### src/rtl/pwm_duty_datapath.sv
module pwm_duty_datapath #(
  parameter int W    = 18,
  parameter int AW   = 16,
  parameter int RW   = 14,
  parameter int FRAC = 12,
  parameter int OFS  = 4
) (
  input  logic          clk,
  input  logic          rst_n,
  input  logic          upd,
  input  logic          clr_ovf,
  input  logic [1:0]    mode,
  input  logic          resonant,
  input  logic [1:0]    duty_sel,
  input  logic [W-1:0]  filt_out,
  input  logic [W-1:0]  filt_prd,
  input  logic [AW-1:0] adj_a,
  input  logic [AW-1:0] adj_b,
  input  logic [AW-1:0] res_word,
  input  logic [W-1:0]  adapt_in,
  input  logic [W-1:0]  ev1_in,
  output logic [W-1:0]  duty_o,
  output logic [W-1:0]  prd_o,
  output logic [W-1:0]  ev1_o,
  output logic [W-1:0]  adapt_o,
  output logic [5:0]    ovf_o
);
  localparam int SW = W + 3;
  localparam int PW = W + RW;
  localparam int QW = PW - FRAC;
  localparam logic [W-1:0] MAX = '1;

  logic mul_sel, prd_sel, ofs_on;
  assign mul_sel = resonant && (duty_sel == 2'd2);
  assign prd_sel = resonant && (duty_sel < 2'd2);
  assign ofs_on  = (mode == 2'd3);

  logic [PW-1:0] prod;
  logic [QW-1:0] scaled;
  logic          prod_hi;
  logic [W-1:0]  base;
  assign prod    = filt_out * res_word[RW-1:0];
  assign scaled  = prod[PW-1:FRAC];
  assign prod_hi = mul_sel && (|scaled[QW-1:W]);
  assign base    = !mul_sel ? filt_out : (prod_hi ? MAX : scaled[W-1:0]);

  logic signed [SW-1:0] off_s, duty_s, prd_s;
  assign off_s  = ofs_on ? SW'(OFS) : '0;
  assign duty_s = $signed({3'b000, base})
                + $signed({{(SW-AW){adj_a[AW-1]}}, adj_a})
                + $signed({{(SW-AW){adj_b[AW-1]}}, adj_b})
                + off_s;
  assign prd_s  = $signed({3'b000, filt_prd})
                + (prd_sel ? $signed({{(SW-AW){res_word[AW-1]}}, res_word}) : '0);

  logic duty_lo, duty_hi, prd_lo, prd_hi;
  assign duty_lo = duty_s[SW-1];
  assign duty_hi = !duty_s[SW-1] && (|duty_s[SW-2:W]);
  assign prd_lo  = prd_s[SW-1];
  assign prd_hi  = !prd_s[SW-1] && (|prd_s[SW-2:W]);

  logic [W:0] ev_s, ad_s;
  assign ev_s = {1'b0, ev1_in}   + (ofs_on ? (W+1)'(OFS) : '0);
  assign ad_s = {1'b0, adapt_in} + (ofs_on ? (W+1)'(OFS) : '0);

  logic [W-1:0] duty_n, prd_n;
  assign duty_n = duty_lo ? '0 : (duty_hi ? MAX : duty_s[W-1:0]);
  assign prd_n  = prd_lo  ? '0 : (prd_hi  ? MAX : prd_s[W-1:0]);

  logic [5:0] ovf_n;
  assign ovf_n = {ev_s[W] | ad_s[W], prd_hi, prd_lo, duty_hi, duty_lo, prod_hi};

  always_ff @(posedge clk or negedge rst_n) begin
    if (!rst_n) begin
      duty_o  <= '0;
      prd_o   <= '0;
      ev1_o   <= '0;
      adapt_o <= '0;
      ovf_o   <= '0;
    end else begin
      if (upd) begin
        duty_o  <= duty_n;
        prd_o   <= prd_n;
        ev1_o   <= ev_s[W] ? MAX : ev_s[W-1:0];
        adapt_o <= ad_s[W] ? MAX : ad_s[W-1:0];
      end
      ovf_o <= (clr_ovf ? 6'd0 : ovf_o) | (upd ? ovf_n : 6'd0);
    end
  end
endmodule

### config.mk
export PLATFORM = sky130hd
export DESIGN_NAME = pwm_duty_datapath
export DESIGN_NICKNAME = d
export VERILOG_FILES = /design/src/rtl/pwm_duty_datapath.sv
export SDC_FILE = /design/constraint.sdc
export NUM_CORES = 1
export LEC_CHECK = 0
export ABC_AREA = 1
export ABC_CLOCK_PERIOD_IN_PS = 2500
export BUFFER_PORTS_ARGS = -buffer_cell sky130_fd_sc_hd__buf_2
export CORE_MARGIN = 4
export CORE_UTILIZATION = 57
export DETAILED_ROUTE_END_ITERATION = 7
export PLACE_DENSITY = 0.75
export SLEW_MARGIN = 0
export SYNTH_ARGS = -nofsm -noshare
export SYNTH_HDL_FRONTEND = slang
export SYNTH_SLANG_ARGS = --single-unit
### constraint.sdc
create_clock -name clk -period 2.5 [get_ports clk]
set_clock_uncertainty 0.2 [all_clocks]
set_input_delay 0.25 -clock clk [delete_from_list [all_inputs] [get_ports clk]]
set_output_delay 0.25 -clock clk [all_outputs]
set_load 0.005 [all_outputs]
==> flow_metrics.env <==
export IMPL_core_um2=27100
export IMPL_tightest_slew_ns=0.524
export IMPL_crit_path_max_incr_delay_ns=0.55
export IMPL_syn_cell_area_um2=15800
export IMPL_crit_path_end_kind="flip-flop"
export IMPL_synth_top_area_share_pct=26.7
export IMPL_outcome="finished, violations left"
export IMPL_synth_area_leader_cell="fa_1"
export IMPL_synth_xor_area_share_pct=3.21
export IMPL_fin_crit_sh_pct=307
export IMPL_fin_ws_ns=-5.16
export IMPL_drc=0
export IMPL_grt_max_degree=50
export IMPL_drive_gt1_share_pct=33.0
export IMPL_maxSlewHeadroom_pct=65.0
export IMPL_totalWireLength_mm=51.7
export IMPL_drt_pre_antenna_iters=6
export IMPL_fp_dieW_um=175
export IMPL_ys_ff_latch=78
export IMPL_vias_per_cell=5.29
export IMPL_arrival_ns=7.70
export IMPL_synth_adder_area_share_pct=38.8
export IMPL_cts_buffers=9
export IMPL_overflow=0
export IMPL_cts_tree="yes"
export IMPL_grt_pass1_vias=16600
export IMPL_clk_latency_ns=0.34
export IMPL_ant_nets=0
export IMPL_startpoint_type="input pin"
export IMPL_post_drt_wl_per_cell_um=16.8
export IMPL_synth_cells=2200
export IMPL_finish_utilization_pct=80.7
export IMPL_max_cap_viol_count=0
export IMPL_synth_mux_area_share_pct=0
export IMPL_fillers=1744
export IMPL_synth_compound_area_share_pct=7.41
export IMPL_final_nets=3194
export IMPL_failed_checks="negative setup slack"
export IMPL_htree_levels=3
export IMPL_yosysSeqAreaShare_pct=12.3
export IMPL_dr_total_vias=16300
export IMPL_path_class="in2reg"
export IMPL_io_buffers=206
export IMPL_track_usage_pct=32.0
export IMPL_gp_congestion=0.954
export IMPL_die_area_um2=30500
export IMPL_tns_ns=-105.08
export IMPL_grt_antenna_before_repair=3
export IMPL_maxSlewViolCount=0
export IMPL_crit_fanout=8
export IMPL_ys_warn_count=0
export IMPL_syn2layout_area_growth_pct=38.1
export IMPL_dpl_hpwl_mm=39.9
export IMPL_ys_types=48
export IMPL_final_cell_mix="nand2_1, inv_1, buf_4, fa_1, buf_2"
export IMPL_final_common_cell="nand2_1"
export IMPL_start_util_pct=58.4
export IMPL_synth_area_top_cells="fa_1, nand2_1, dfrtp_1"
export IMPL_clk_pin_slew_ns=0.07
export IMPL_async_flop_share_pct=100
export IMPL_cts_path_max_buffers=2
export IMPL_final_min_clock_period_ns=7.66
export IMPL_cp_required_ns=2.54
export IMPL_grt_pass1_wl_mm=80.2
export IMPL_fmax_ghz=0.130
export IMPL_synth_edf_count=0
export IMPL_die_h_um=175
export IMPL_synth_simple_area_share_pct=24.3
export IMPL_hold_violations=0
export IMPL_rsz0062_at_grt="true"
export IMPL_syn_area_per_cell_um2=7.20
export IMPL_rows=60
export IMPL_synth_top_family_by_area="adder cells"
export IMPL_io_pins=207
export IMPL_min_path_type="in2reg"
export IMPL_clock_sinks=78
export IMPL_syn_nets=2693
export IMPL_setup_viol=21
export IMPL_cp_slowest_cell="fa_1"
export IMPL_drtIter0Drc=1293
export IMPL_synthFlopType="dfrtp_1"
export IMPL_crit_top_cell="nand2_1"
export IMPL_cts_root_buf="clkbuf_16"
==> per-layer routing <==
metal / share of wire (%) / vias up / global-route usage [%]
met5: 0 / - / 0
met4: 5.0 / 0 / 11.2
met3: 6.5 / 207 / 4.26
met2: 51 / 724 / 57.0
met1: 38 / 7797 / 40.2
li1: - / 7574 / -
==> synth_stat cells, types with 26 or more instances <==
| cell type | instances |
|---|---|
| clkbuf_1 | 44 |
| nand2_1 | 684 |
| o21ai_0 | 26 |
| a21oi_1 | 77 |
| ha_1 | 153 |
| dfrtp_1 | 78 |
| xnor2_1 | 26 |
| inv_1 | 502 |
| nor2_1 | 124 |
| xor2_1 | 32 |
| nand3_1 | 58 |
| fa_1 | 211 |
==> final timing paths <==
kind	cells past startpoint	end	slack [ns]	from
min in group asynchronous	2	adapt_o[8]	0.17	rst_n
max in group asynchronous	3	duty_o[17]	1.33	rst_n
min	3	adapt_o[11]	0.02	adapt_in[11]
min reg2reg	2	prd_o[16]	0.28	prd_o[16]
max reg2reg	2	duty_o[10]	1.57	duty_o[10]
max	41	duty_o[12]	-5.16	filt_out[9]
==> layout make-up <==
| type | count | area, um2 | share of cell area, % |
|---|---|---|---|
| multi-input combinational | 1548 | 13200 | 60.4 |
| sequential | 78 | 1950 | 8.93 |
| timing repair buffer | 551 | 4000 | 18.3 |
| clock inverter | 7 | 63.8 | 0.292 |
| antenna | 4 | 10.0 | 0.0458 |
| inverter | 513 | 1940 | 8.88 |
| clock buffer | 9 | 225 | 1.03 |
| tap | 372 | 465 | 2.13 |
==> sequential cells by signal, summed over array words and instances (netlist names) <==
name	flops
ev1_o	18
duty_o	18
prd_o	18
adapt_o	18
ovf_o	6
==> stage by stage <==
| step | hold slack [ns] | setup slack (ns) | area (um2) | instances |
|---|---|---|---|---|
| floorplan | -0.246 | -5.26 | 16100 | 2200 |
| global placement | -0.00227 | -5.60 | 19600 | 3026 |
| detailed placement | -0.000473 | -5.74 | 19600 | 3026 |
| CTS | 0.00838 | -5.06 | 20700 | 3062 |
| global route | 0.0306 | -5.41 | 21900 | 3081 |
| finish | 0.0175 | -5.16 | 21900 | 3082 |
==> critical path: cells and delay by family <==
kind,cells,cell delay (ns)
AND/OR/NAND/NOR,17,1.54
buffers and inverters,10,0.86
AO/OA/AOI/OAI,4,0.70
adder cells (fa/ha/maj),10,4.34
==> kinds of logic (layout without fill, tap and decap cells) <==
family	Yosys count	in the layout
buffers and inverters	576	1080
xor gates and xnor gates	58	58
other	0	4
DFF	78	78
AOI/OAI and AO/OA	182	182
adders and majority gates	364	364
and+or+nand+nor	942	944
==> timing repair <==
item	4_1_cts	5_1_grt
endpoints found under the hold margin	37	0
buffers inserted	8	19
hold buffers	9	0
endpoints found under the setup margin	39	40
resized for setup	129	251
cloned	3	0
pin swaps	42	109
Power is left out: the tool's default activity adds up to more than one toggle a clock period on the data nets, which glitch-free logic cannot reach.
